**src/rtl/xsub_pkg.sv**
```systemverilog
package xsub_pkg;

    localparam int PRIM_W    = 6;
    localparam int XO_W      = 9;
    localparam int REG_IDX_W = 5;
    localparam int CR_W      = 4;

    localparam logic [PRIM_W-1:0] PRIM_XFORM = 6'd31;
    localparam logic [XO_W-1:0]   XO_NEG     = 9'd104;
    localparam logic [XO_W-1:0]   XO_SUBFE   = 9'd136;
    localparam logic [XO_W-1:0]   XO_SUBFZE  = 9'd200;
    localparam logic [XO_W-1:0]   XO_SUBFME  = 9'd232;

    typedef enum logic [2:0] {
        OP_NONE,
        OP_NEG,
        OP_SUBFE,
        OP_SUBFZE,
        OP_SUBFME
    } xop_e;

    typedef struct packed {
        xop_e                 op;
        logic                 illegal;
        logic [REG_IDX_W-1:0] rd;
        logic                 oe;
        logic                 rc;
    } xdec_t;

endpackage

```
**src/rtl/xsub_decode.sv**
```systemverilog
module xsub_decode
    import xsub_pkg::*;
(
    input  logic [PRIM_W-1:0]    prim,
    input  logic [REG_IDX_W-1:0] rd,
    input  logic                 oe,
    input  logic [XO_W-1:0]      xo,
    input  logic                 rc,
    output xdec_t                dec
);

    xop_e op_sel;

    always_comb begin
        op_sel = OP_NONE;
        if (prim == PRIM_XFORM) begin
            unique case (xo)
                XO_NEG:    op_sel = OP_NEG;
                XO_SUBFE:  op_sel = OP_SUBFE;
                XO_SUBFZE: op_sel = OP_SUBFZE;
                XO_SUBFME: op_sel = OP_SUBFME;
                default:   op_sel = OP_NONE;
            endcase
        end
    end

    always_comb begin
        dec         = '0;
        dec.op      = op_sel;
        dec.illegal = (op_sel == OP_NONE);
        dec.rd      = rd;
        dec.oe      = oe;
        dec.rc      = rc;
    end

endmodule

```
**src/rtl/xsub_arith.sv**
```systemverilog
module xsub_arith
    import xsub_pkg::*;
#(
    parameter int DATA_W = 32
) (
    input  xop_e              op,
    input  logic [DATA_W-1:0] opa,
    input  logic [DATA_W-1:0] opb,
    input  logic              ca_in,
    output logic [DATA_W-1:0] sum,
    output logic              carry,
    output logic              ovf
);

    localparam int WIDE_W = DATA_W + 1;

    logic [DATA_W-1:0] inv_a;
    logic [DATA_W-1:0] addend;
    logic              cin;
    logic [WIDE_W-1:0] wide;

    // Every form is ~A + addend + carry-in, with the addend and carry-in
    // picked per operation.
    always_comb begin
        inv_a = ~opa;
        unique case (op)
            OP_NEG: begin
                addend = '0;
                cin    = 1'b1;
            end
            OP_SUBFE: begin
                addend = opb;
                cin    = ca_in;
            end
            OP_SUBFZE: begin
                addend = '0;
                cin    = ca_in;
            end
            OP_SUBFME: begin
                addend = '1;
                cin    = ca_in;
            end
            default: begin
                addend = '0;
                cin    = 1'b0;
            end
        endcase
    end

    always_comb begin
        wide  = {1'b0, inv_a} + {1'b0, addend} + {{DATA_W{1'b0}}, cin};
        sum   = wide[DATA_W-1:0];
        carry = wide[DATA_W];
        // Signed overflow: both addends share a sign and the sum differs.
        ovf   = (inv_a[DATA_W-1] == addend[DATA_W-1]) &&
                (sum[DATA_W-1] != inv_a[DATA_W-1]);
    end

endmodule

```
**src/rtl/xsub_flags.sv**
```systemverilog
module xsub_flags
    import xsub_pkg::*;
#(
    parameter int DATA_W = 32
) (
    input  xdec_t             dec,
    input  logic [DATA_W-1:0] sum,
    input  logic              carry,
    input  logic              ovf,
    input  logic              so_in,
    output logic              ca_we,
    output logic              ca_o,
    output logic              ov_we,
    output logic              ov_o,
    output logic              so_o,
    output logic              cr_we,
    output logic [CR_W-1:0]   cr0
);

    logic legal;
    logic res_lt;
    logic res_eq;
    logic res_gt;
    logic so_now;

    always_comb begin
        legal = !dec.illegal;

        ca_we = legal && (dec.op != OP_NEG);
        ca_o  = ca_we && carry;

        ov_we = legal && dec.oe;
        ov_o  = ov_we && ovf;
        so_o  = ov_we && (so_in || ovf);

        so_now = so_in || ov_o;
        res_lt = sum[DATA_W-1];
        res_eq = (sum == '0);
        res_gt = !res_lt && !res_eq;

        cr_we = legal && dec.rc;
        cr0   = cr_we ? {res_lt, res_gt, res_eq, so_now} : '0;
    end

endmodule

```
**src/rtl/xsub_unit.sv**
```systemverilog
module xsub_unit
    import xsub_pkg::*;
#(
    parameter int DATA_W = 32
) (
    input  logic                   clk,
    input  logic                   rst_n,
    input  logic                   in_valid,
    input  logic [PRIM_W-1:0]      ins_prim,
    input  logic [REG_IDX_W-1:0]   ins_rd,
    input  logic                   ins_oe,
    input  logic [XO_W-1:0]        ins_xo,
    input  logic                   ins_rc,
    input  logic [DATA_W-1:0]      opa,
    input  logic [DATA_W-1:0]      opb,
    input  logic                   ca_in,
    input  logic                   so_in,
    output logic                   out_valid,
    output logic                   illegal,
    output logic                   gpr_we,
    output logic [REG_IDX_W-1:0]   gpr_idx,
    output logic [2*DATA_W-1:0]    gpr_data,
    output logic                   ca_we,
    output logic                   ca_out,
    output logic                   ov_we,
    output logic                   ov_out,
    output logic                   so_out,
    output logic                   cr_we,
    output logic [CR_W-1:0]        cr0
);

    localparam int DEST_W = 2 * DATA_W;
    localparam int PAD_W  = DEST_W - DATA_W;
    localparam logic [DATA_W-1:0] INT_MIN = {1'b1, {(DATA_W-1){1'b0}}};

    typedef struct packed {
        logic                 vld;
        logic                 ill;
        logic                 gpr_we;
        logic [REG_IDX_W-1:0] idx;
        logic [DEST_W-1:0]    data;
        logic                 ca_we;
        logic                 ca;
        logic                 ov_we;
        logic                 ov;
        logic                 so;
        logic                 cr_we;
        logic [CR_W-1:0]      cr;
    } stage_t;

    xdec_t             dec;
    logic [DATA_W-1:0] sum;
    logic              carry;
    logic              ovf;
    logic              f_ca_we;
    logic              f_ca;
    logic              f_ov_we;
    logic              f_ov;
    logic              f_so;
    logic              f_cr_we;
    logic [CR_W-1:0]   f_cr;
    stage_t            st_d;
    stage_t            st_q;

    xsub_decode u_decode (
        .prim (ins_prim),
        .rd   (ins_rd),
        .oe   (ins_oe),
        .xo   (ins_xo),
        .rc   (ins_rc),
        .dec  (dec)
    );

    xsub_arith #(.DATA_W(DATA_W)) u_arith (
        .op    (dec.op),
        .opa   (opa),
        .opb   (opb),
        .ca_in (ca_in),
        .sum   (sum),
        .carry (carry),
        .ovf   (ovf)
    );

    xsub_flags #(.DATA_W(DATA_W)) u_flags (
        .dec   (dec),
        .sum   (sum),
        .carry (carry),
        .ovf   (ovf),
        .so_in (so_in),
        .ca_we (f_ca_we),
        .ca_o  (f_ca),
        .ov_we (f_ov_we),
        .ov_o  (f_ov),
        .so_o  (f_so),
        .cr_we (f_cr_we),
        .cr0   (f_cr)
    );

    always_comb begin
        st_d = '0;
        if (in_valid) begin
            st_d.vld   = 1'b1;
            st_d.ill   = dec.illegal;
            if (!dec.illegal) begin
                st_d.gpr_we = 1'b1;
                st_d.idx    = dec.rd;
                st_d.data   = {{PAD_W{1'b0}}, sum};
            end
            st_d.ca_we = f_ca_we;
            st_d.ca    = f_ca;
            st_d.ov_we = f_ov_we;
            st_d.ov    = f_ov;
            st_d.so    = f_so;
            st_d.cr_we = f_cr_we;
            st_d.cr    = f_cr;
        end
    end

    always_ff @(posedge clk) begin
        if (!rst_n) begin
            st_q <= '0;
        end else begin
            st_q <= st_d;
        end
    end

    assign out_valid = st_q.vld;
    assign illegal   = st_q.ill;
    assign gpr_we    = st_q.gpr_we;
    assign gpr_idx   = st_q.idx;
    assign gpr_data  = st_q.data;
    assign ca_we     = st_q.ca_we;
    assign ca_out    = st_q.ca;
    assign ov_we     = st_q.ov_we;
    assign ov_out    = st_q.ov;
    assign so_out    = st_q.so;
    assign cr_we     = st_q.cr_we;
    assign cr0       = st_q.cr;

    // destination index follows the instruction field
    p_dest_index_r1: assert property (@(posedge clk) disable iff (!rst_n)
        in_valid && ins_prim == PRIM_XFORM && ins_xo == XO_SUBFE
        |=> gpr_we && gpr_idx == $past(ins_rd));

    // nonzero A never produces a carry for subtract-from-zero
    p_subfze_carry_r3: assert property (@(posedge clk) disable iff (!rst_n)
        in_valid && ins_prim == PRIM_XFORM && ins_xo == XO_SUBFZE && opa != '0
        |=> ca_we && !ca_out);

    // A other than all-ones always carries for subtract-from-minus-one
    p_subfme_carry_r4: assert property (@(posedge clk) disable iff (!rst_n)
        in_valid && ins_prim == PRIM_XFORM && ins_xo == XO_SUBFME && opa != '1
        |=> ca_we && ca_out);

    // negate leaves carry untouched
    p_neg_keeps_ca_r5: assert property (@(posedge clk) disable iff (!rst_n)
        in_valid && ins_prim == PRIM_XFORM && ins_xo == XO_NEG
        |=> gpr_we && !ca_we && !ca_out);

    // negate overflows only on the most negative value
    p_neg_ov_r5: assert property (@(posedge clk) disable iff (!rst_n)
        in_valid && ins_prim == PRIM_XFORM && ins_xo == XO_NEG && opa != INT_MIN
        |=> !ov_out);

    // upper half of the destination is always clear
    p_upper_zero_r6: assert property (@(posedge clk) disable iff (!rst_n)
        out_valid |-> gpr_data[DEST_W-1:DATA_W] == '0);

    // no overflow write without OE
    p_no_overflow_r7: assert property (@(posedge clk) disable iff (!rst_n)
        in_valid && !ins_oe |=> !ov_we && !ov_out);

    // a set summary overflow stays set when overflow is written
    p_so_sticky_r8: assert property (@(posedge clk) disable iff (!rst_n)
        in_valid && so_in |=> !ov_we || so_out);

    // the SO bit of the condition field is the updated summary overflow
    p_cr_so_r9: assert property (@(posedge clk) disable iff (!rst_n)
        in_valid |=> !cr_we || (cr0[0] == ($past(so_in) || ov_out)));

    // illegal instructions write nothing
    p_illegal_quiet_r10: assert property (@(posedge clk) disable iff (!rst_n)
        illegal |-> out_valid && !gpr_we && !ca_we && !ov_we && !cr_we);

    // one-cycle latency, and idle cycles produce no result
    p_latency_r11: assert property (@(posedge clk) disable iff (!rst_n)
        in_valid |=> out_valid);

    p_idle_r11: assert property (@(posedge clk) disable iff (!rst_n)
        !in_valid |=> !out_valid && !gpr_we && !illegal);

endmodule

```
**config.mk**
```make
export PLATFORM = sky130hd
export DESIGN_NAME = xsub_unit
export DESIGN_NICKNAME = d
export VERILOG_FILES = /design/src/rtl/xsub_pkg.sv /design/src/rtl/xsub_decode.sv /design/src/rtl/xsub_arith.sv /design/src/rtl/xsub_flags.sv /design/src/rtl/xsub_unit.sv
export SDC_FILE = /design/constraint.sdc
export NUM_CORES = 1
export LEC_CHECK = 0
export BUFFER_PORTS_ARGS = -buffer_cell sky130_fd_sc_hd__buf_2
export CAP_MARGIN = 20
export CORE_AREA = 2 2 91 93
export CTS_CLUSTER_DIAMETER = 100
export DETAILED_ROUTE_END_ITERATION = 8
export DIE_AREA = 0 0 93 95
export GPL_TIMING_DRIVEN = 0
export PLACE_DENSITY = 0.85
export SLEW_MARGIN = 20
export SYNTH_ARGS = -nofsm -noshare
export SYNTH_HDL_FRONTEND = slang
export SYNTH_SLANG_ARGS = --single-unit
```
**constraint.sdc**
```tcl
create_clock -name clk -period 9.2 [get_ports clk]
set_input_delay 2.3 -clock clk [delete_from_list [all_inputs] [get_ports clk]]
set_output_delay 2.3 -clock clk [all_outputs]
set_load 0.01 [all_outputs]
```
* Word level (Yosys, flattened, before mapping) *
Index checks and enable logic that the tools add are counted.

word-level totals
  bits in registers = 82
  input bits = 91

cells by class
  add/subtract/negate cells = 2
  eq/ne operators = 12
  mux-type cells = 7
  bitwise gates (word level) = 3
  reductions and logical operators = 19

operators by type and width
  operator                                       count
  2-to-1 mux 82 bit                              1
  2-to-1 mux 70 bit                              1
  case mux 32 bit (2 select lines)               1
  adder 32 x 32 -> 33 bit                        1
  adder 33 x 1 -> 33 bit                         1
  logical NOT 32 bit                             1
  inverter 32 bit                                1
  == test 9 x 8 -> 1 bit, second input constant  3
  case mux 3 bit (4 select lines)                1
  == test 9 x 7 -> 1 bit, second input constant  1
  logical AND 1 bit                              8
  == test 3 x 2 -> 1 bit, second input constant  2
  == test 6 x 5 -> 1 bit, second input constant  1
  OR reduction 3 bit                             2
  2-to-1 mux 4 bit                               1
  == test 3 x 1 -> 1 bit, second input constant  1
  == test 3 bit, second input constant           1
  logical NOT 1 bit                              3
  logical NOT 3 bit                              1
  2-to-1 mux 3 bit                               1
  != test 3 x 1 -> 1 bit, second input constant  1
  AND reduction 3 bit                            1
  logical OR 1 bit                               2
  inverter 1 bit                                 2
  4 further kinds                                4

* Logic depth before layout (Yosys ltp) *
Gate-level depths: netlist of run 1.

  depth in word-level cells = 13
  depth in mapped cells = 18
  mapped depth without buffers = 17

* Hierarchy *
Synthesis of run 1 repeated with hierarchy kept, for this count alone.

unflattened totals
  cell total of the unflattened synthesis = 516
  area, all modules = 4320.4 um^2

by module, submodules not included
  module       instances  cells an instance  area each (um^2)  seq. area each (um^2)
  xsub_arith   1          327                2244.7            0.0
  xsub_unit    1          147                1779.2            1001.0
  xsub_flags   1          23                 151.4             0.0
  xsub_decode  1          19                 145.1             0.0

* Worst setup path before layout of run 1 *
OpenSTA, ideal clock, no wires.

  kind = input to register
  from = input ins_xo[2]
  to = register st_q, in the netlist cr0[1]
  arrival = 5.850 ns
  required time = 9.140 ns
  path slack = 3.290 ns
  stages on the path = 17
  buffers on the path = 1
  path through = nor4bb_1 > nand4_1 > nor3_1 > clkbuf_1 > a21o_1 > fa_1 > fa_1 > nand3_1 > a21o_1 > a211o_1 > a211oi_1 > a311oi_2 > xnor2_1 > nor4b_1 > nand4_1 > nor3_2 > and3_1

on the way
  cells in the longest elaborated chain, start to end = 8
  elaborated cells between the ends (all ways) = 20

RTL lines
  what                                                                        line                                RTL
  start, declared                                                             xsub_unit.sv:12                     input logic [XO_W-1:0] ins_xo,
  == test 9 x 8 -> 1 bit or == test 9 x 7 -> 1 bit (tied branches)            xsub_decode.sv:17                   unique case (xo)
  case mux 3 bit (4 select lines) (*)                                         xsub_decode.sv:17
  2-to-1 mux 3 bit (*)                                                        xsub_decode.sv:16                   if (prim == PRIM_XFORM) begin
  == test 3 bit or == test 3 x 2 -> 1 bit (tied branches)                     xsub_arith.sv:26                    unique case (op)
  case mux 32 bit (2 select lines) or OR reduction 3 bit (tied branches)      --
  adder 32 x 32 -> 33 bit or case mux 1 bit (2 select lines) (tied branches)  xsub_arith.sv:51, xsub_arith.sv:26
  adder 33 x 1 -> 33 bit                                                      xsub_arith.sv:51                    wide = {1'b0, inv_a} + {1'b0, addend} + {{DATA_W{1'b0}}, cin};
  logical NOT 32 bit                                                          xsub_flags.sv:38                    res_eq = (sum == '0);
  end signal, assigned                                                        xsub_unit.sv:123                    st_q <= st_d;
  end, declared                                                               xsub_unit.sv:63                     stage_t st_q;

Every way passes the cells marked *; elsewhere a longest branch is shown, timed or not.
A chain may end at the register's enable or synchronous reset.

* Worst setup path after layout of run 1 *
Same ends and word-level chain as after synthesis.

==> impl_metrics.env, run 1 <==
export IMPL_avgRoutedWirePerCell_um=13.7
export IMPL_cellPowerDensity_nw_per_um2=88.0
export IMPL_initialDrtViolationCount=159
export IMPL_syn_area_um2=3940
export IMPL_synthFlopType="dfxtp_1"
export IMPL_initial_core_util_pct=49.7
export IMPL_root_buffer="clkbuf_8"
export IMPL_tns_ns=0
export IMPL_status="finished clean"
export IMPL_syn_mean_instance_area_um2=7.90
export IMPL_syn_inst=499
export IMPL_synth_edff_count=0
export IMPL_worst_slew_margin_rel_pct=57.3
export IMPL_largest_register_ffs=32
export IMPL_synth_seq_cells=50
export IMPL_std_cell_rows=33
export IMPL_remaining_drc_errors=0
export IMPL_post_cts_resize_count=0
export IMPL_period_minus_slack_ns=6.72
export IMPL_grt_overflow=0
export IMPL_tightest_slew_ns=0.635
export IMPL_hp_class="in -> reg"
export IMPL_grt_pass1_wl_mm=17.0
export IMPL_drive_above_1_share_pct=29.9
export IMPL_yosys_area_top_type="dfxtp_1"
export IMPL_timing_worst_setup_path_type="in -> reg"
export IMPL_dpl_hpwl_mm=8.93
export IMPL_die_y_um=95
export IMPL_grt_pass1_vias=3634
export IMPL_dieArea_um2=8840
export IMPL_timing_final_ws_setup_ns=2.48
export IMPL_clkTransAtPathRegs_ns=0.10
export IMPL_numCtsBuffers=5
export IMPL_final_nets=801
export IMPL_first_pass_iters=4
export IMPL_rsz0062_at_grt="false"
export IMPL_yosys_top_cells_area="dfxtp_1 (25%), ha_1 (9.8%), a21o_1 (7.8%), buf_4 (6.3%), nor2_1 (5.2%)"
export IMPL_grt_util_all_layers_pct=24.0
export IMPL_cp_cell_sequence="buf_2, nor4bb_1, nand4_1, nor3_1, clkbuf_1, a21o_1, fa_1, a211oi_1, o21bai_1, o211ai_2, a2111oi_2, o31a_1, o2111ai_1, nor4b_1, nand4_1, nor3_2, and3_1"
export IMPL_hold_viol=0
export IMPL_synthArstFlopShare_pct=0
export IMPL_cts_buffer_depth=2
export IMPL_crit_path_end_kind="flop"
export IMPL_portBuffers=140
export IMPL_arrival_ns=6.98
export IMPL_cts_htree_levels=2
export IMPL_yosysUniqueCellTypes=62
export IMPL_antenna_found_initial=1
export IMPL_cellLeakagePower_nw=2.93
export IMPL_coreArea_um2=7930
export IMPL_post_cts_setup_buffers=0
export IMPL_crit_top_cell="nand4_1"
export IMPL_critPathLaunchType="primary input"
export IMPL_yosysWarnings=0
export IMPL_setup_viol=0
export IMPL_register_area_um2=1000
export IMPL_grt_start_max_net_pins=19
export IMPL_crit_path_top_delay_cell="nor3_1"
export IMPL_clock_sinks=50
export IMPL_via_per_inst=5.04
export IMPL_pre_cts_ws_ns=2.21
export IMPL_syn2layout_area_growth_pct=26.6
export IMPL_wl_mm=10.8
export IMPL_dieWidth_um=93
export IMPL_critPathMaxFanout=10
export IMPL_synth_common_cells="nor2_1 (55), dfxtp_1 (50), a21o_1 (41), inv_1 (41), a21oi_1 (38)"
export IMPL_ant_nets=0
export IMPL_hold_buffers=0
export IMPL_fmax_mhz=149
export IMPL_slew_viol_final=0
export IMPL_multi_input_area_um2=2570
export IMPL_synth_top_area_share_pct=25.4
export IMPL_min_period_over_period_pct=73.1
export IMPL_cts_tree="built"
export IMPL_fillers=738
export IMPL_dr_total_vias=3952
export IMPL_io_pins=173
export IMPL_max_stage_delay_ns=0.54
export IMPL_synth_most_common_cell="nor2_1"
export IMPL_vdd_drop_max_uv=76.2
export IMPL_cp_required_ns=9.46
export IMPL_cap_violations=0
export IMPL_seq_area_frac_synth_pct=25.4
export IMPL_gp_congestion=0.920
-- critical path, delay by kind of cell --
family | cells | cell delay, ns
adders and majority gates | 1 | 0.26
AOI/OAI and AO/OA | 7 | 1.82
buffers and inverters | 2 | 0.51
and+or+nand+nor | 7 | 2.08
-- cells by family after synthesis --
logic type / count (synthesis) / synth area share, %
flops: 50 / 25.4
simple gates: 149 / 18.1
buf+inv: 91 / 12.4
other cells: 1 / 0.0951
xor+xnor: 29 / 6.44
mux: 2 / 0.508
compound gates: 144 / 26.2
fa+ha+maj: 33 / 10.9
-- cells in the final DEF, fill, tap and decap left out, drive strengths merged, types with 2 or more instances in the layout --
cell,instances
o21a,5
a211oi,5
conb,32
nor2b,4
a21oi,41
o2111ai,3
and3,3
nor2,55
dfxtp,50
inv,42
nand2,34
nor3,13
fa,2
a2111oi,5
mux2i,2
xnor2,21
buf,179
nor4,2
nand4,5
clkinv,2
nand3,10
o211ai,5
a211o,3
o21ai,20
o21bai,4
xor2,8
clkbuf,16
and2,16
a31oi,4
ha,31
a21o,41
-- per-layer routing --
layer | global-route usage [%] | share of wire, % | vias to the layer above
li1 | - | - | 2014
met1 | 29.1 | 42 | 1766
met2 | 44.4 | 49 | 158
met3 | 3.99 | 7.7 | 14
met4 | 5.39 | 1.5 | 0
met5 | 0 | 0 | -
-- metrics by stage --
step                      total power (W)  util [%]  std cells  hold slack (ns)  cell area (um2)
after floorplan                  0.000273         -        530             2.42             4060
after global placement           0.000300      61.7        775             2.50             4890
after detailed placement         0.000301      61.7        775             2.51             4890
after CTS                        0.000439      62.9        783             2.19             4990
after global routing             0.000456      62.9        783             2.19             4990
final                            0.000439      63.0        784             2.19             4990
-- path summary, 6_finish.rpt --
check | from | endpoint | slack [ns] | depth (start not counted)
setup / recovery | ins_xo[2] | cr0[1] | 2.48 | 17
hold / removal | ins_rd[0] | gpr_idx[0] | 2.19 | 2
-- final cells by class --
type	count	share of cell area [%]
Buffer	50	6.74
Inverter	41	3.08
Timing Repair Buffer	140	14.0
Antenna cell	1	0.0501
Clock inverter	3	0.577
Multi-Input combinational cell	389	51.4
Tap cell	105	2.63
Sequential cell	50	20.1
Clock buffer	5	1.38
-- report_power, final --
part,switching [W],internal (W),leakage [nW]
clock,0.0000855,0.0000566,0.0502
combinational,0.0000418,0.0000385,2.47
sequential,0.000000108,0.000217,0.403
No activity file was read; power rests on OpenSTA's default activity.
==> run 2, diff against run 1 <==
--- a/config.mk
+++ b/config.mk
@@ -7,12 +7,12 @@
 export LEC_CHECK = 0
 export BUFFER_PORTS_ARGS = -buffer_cell sky130_fd_sc_hd__buf_2
 export CAP_MARGIN = 20
-export CORE_AREA = 2 2 91 93
+export CORE_AREA = 2 2 98 100
 export CTS_CLUSTER_DIAMETER = 100
 export DETAILED_ROUTE_END_ITERATION = 8
-export DIE_AREA = 0 0 93 95
+export DIE_AREA = 0 0 100 102
 export GPL_TIMING_DRIVEN = 0
-export PLACE_DENSITY = 0.85
+export PLACE_DENSITY = 0.78
 export SLEW_MARGIN = 20
 export SYNTH_ARGS = -nofsm -noshare
 export SYNTH_HDL_FRONTEND = slang
==> constraint.sdc (replaced) <==
create_clock -name clk -period 5.8 [get_ports clk]
set_input_delay 1.45 -clock clk [delete_from_list [all_inputs] [get_ports clk]]
set_output_delay 1.45 -clock clk [all_outputs]
set_load 0.01 [all_outputs]
==> run 2 against run 1 <==
Compared with the run above:
- clock power grew 49%
- highest routed layer unchanged
- global-route usage shrank 3.0 points
- combinational power grew 61%
==> impl_metrics.env, run 2 (same netlist as run 1, synthesis figures left out) <==
export IMPL_dieWidth_um=100
export IMPL_ant_nets=0
export IMPL_final_cell_mix="buf_2 (143), nor2_1 (54), dfxtp_1 (50), inv_1 (41), a21o_1 (41)"
export IMPL_coreArea_um2=9110
export IMPL_root_buffer="clkbuf_8"
export IMPL_vdd_drop_max_uv=100
export IMPL_final_area_um2=5030
export IMPL_cts_htree_levels=2
export IMPL_cts_buffer_depth=2
export IMPL_diodes=0
export IMPL_tightest_slew_ns=0.550
export IMPL_avgRoutedWirePerCell_um=14.1
export IMPL_clkTransAtPathRegs_ns=0.09
export IMPL_grt_start_max_net_pins=16
export IMPL_io_pins=173
export IMPL_cap_violations=0
export IMPL_fmax_mhz=182
export IMPL_drive_above_1_share_pct=31.6
export IMPL_dpl_instance_area_um2=4900
export IMPL_via_per_inst=4.97
export IMPL_tns_ns=0
export IMPL_die_y_um=102
export IMPL_post_cts_setup_buffers=0
export IMPL_crit_path_end_kind="flop"
export IMPL_slew_viol_final=0
export IMPL_std_cell_rows=35
export IMPL_cts_tree="built"
export IMPL_initial_core_util_pct=43.3
export IMPL_initialDrtViolationCount=161
export IMPL_cellPowerDensity_nw_per_um2=136
export IMPL_worst_slew_margin_rel_pct=62.4
export IMPL_clock_sinks=50
export IMPL_dr_total_vias=3913
export IMPL_whs_path_depth=2
export IMPL_critPathMaxFanout=10
export IMPL_portBuffers=140
export IMPL_grt_pass1_vias=3693
export IMPL_remaining_drc_errors=0
export IMPL_final_common_cell="buf_2"
export IMPL_final_nets=801
export IMPL_syn2layout_area_growth_pct=27.5
export IMPL_setup_viol=0
export IMPL_arrival_ns=5.73
export IMPL_period_minus_slack_ns=5.48
export IMPL_gp_congestion=0.855
export IMPL_hp_class="in -> reg"
export IMPL_status="finished clean"
export IMPL_antenna_found_initial=0
export IMPL_min_period_over_period_pct=94.5
export IMPL_dieArea_um2=10200
export IMPL_numCtsBuffers=5
export IMPL_hold_viol=0
export IMPL_cp_required_ns=6.05
export IMPL_grt_overflow=0
export IMPL_critPathLaunchType="primary input"
export IMPL_timing_worst_setup_path_type="in -> reg"
export IMPL_cellLeakagePower_nw=2.94
export IMPL_first_pass_iters=4
export IMPL_largest_register_ffs=32
export IMPL_grt_pass1_wl_mm=17.3
export IMPL_wl_mm=11.1
export IMPL_dpl_hpwl_mm=9.19
export IMPL_grt_util_all_layers_pct=21.0
export IMPL_rsz0062_at_grt="false"
-- run 2: cell types whose count changed in the layout (fill, tap and decap cells not counted), moves of 2 or more --
cell,change
clkbuf_1,-6
clkbuf_2,+5
clkinv_4,-2
clkinvlp_4,+2
-- run 2: final cells by class --
type / instances / area, um2
Buffer: 50 / 344
Clock buffer: 5 / 68.8
Clock inverter: 2 / 15.0
Fill cell: 886 / 4080
Inverter: 41 / 154
Multi-Input combinational cell: 389 / 2600
Sequential cell: 50 / 1000
Tap cell: 111 / 139
Timing Repair Buffer: 140 / 701
-- run 2: what timing repair did --
action | 4_1_cts | 5_1_grt
hold buffers | 0 | 0
resized for setup | 1 | 19
setup endpoints to repair | 2 | 2
pin swaps | 0 | 1
endpoints found under the hold margin | 0 | 0
-- run 2: power breakdown --
group          internal [W]  switching, W
clock             0.0000829      0.000129
combinational     0.0000614     0.0000674
sequential         0.000344   0.000000131
total              0.000488      0.000197
-- run 2: through the flow --
step / hold slack [ns] / power (W) / setup WS (ns) / cells / utilization (%)
floorplan: 1.57 / 0.000433 / 0.740 / 530 / -
global placement: 1.65 / 0.000476 / -0.345 / 781 / 53.8
detailed placement: 1.66 / 0.000477 / -0.375 / 781 / 53.8
CTS: 1.34 / 0.000686 / 0.117 / 788 / 54.8
global route: 1.34 / 0.000713 / 0.00282 / 788 / 55.2
finish: 1.35 / 0.000685 / 0.320 / 788 / 55.2
-- run 2: worst max-delay path, cell delays in order --
cell	delay (ns)
buf_2	0.10
nor4bb_2	0.35
nand4_1	0.27
nor3_4	0.36
clkbuf_2	0.31
a21o_1	0.17
ha_1	0.27
a21oi_1	0.28
o21ai_0	0.17
nor2_1	0.40
o21ai_2	0.16
xnor2_1	0.39
o2111ai_1	0.16
and4b_1	0.30
nand4_1	0.16
nor3_2	0.24
and3_1	0.17
-- run 2: path summary, 6_finish.rpt --
path       from    endpoint  slack [ns]
min   ins_rd[2]  gpr_idx[2]        1.35
max   ins_xo[2]      cr0[1]        0.32
-- run 2: routing by layer --
metal	vias to the layer above	wire length, um	track usage, %
met5	-	0	0
met4	0	89	3.90
met3	6	806	2.94
met2	156	5330	38.7
met1	1739	4890	26.5
li1	2012	-	-
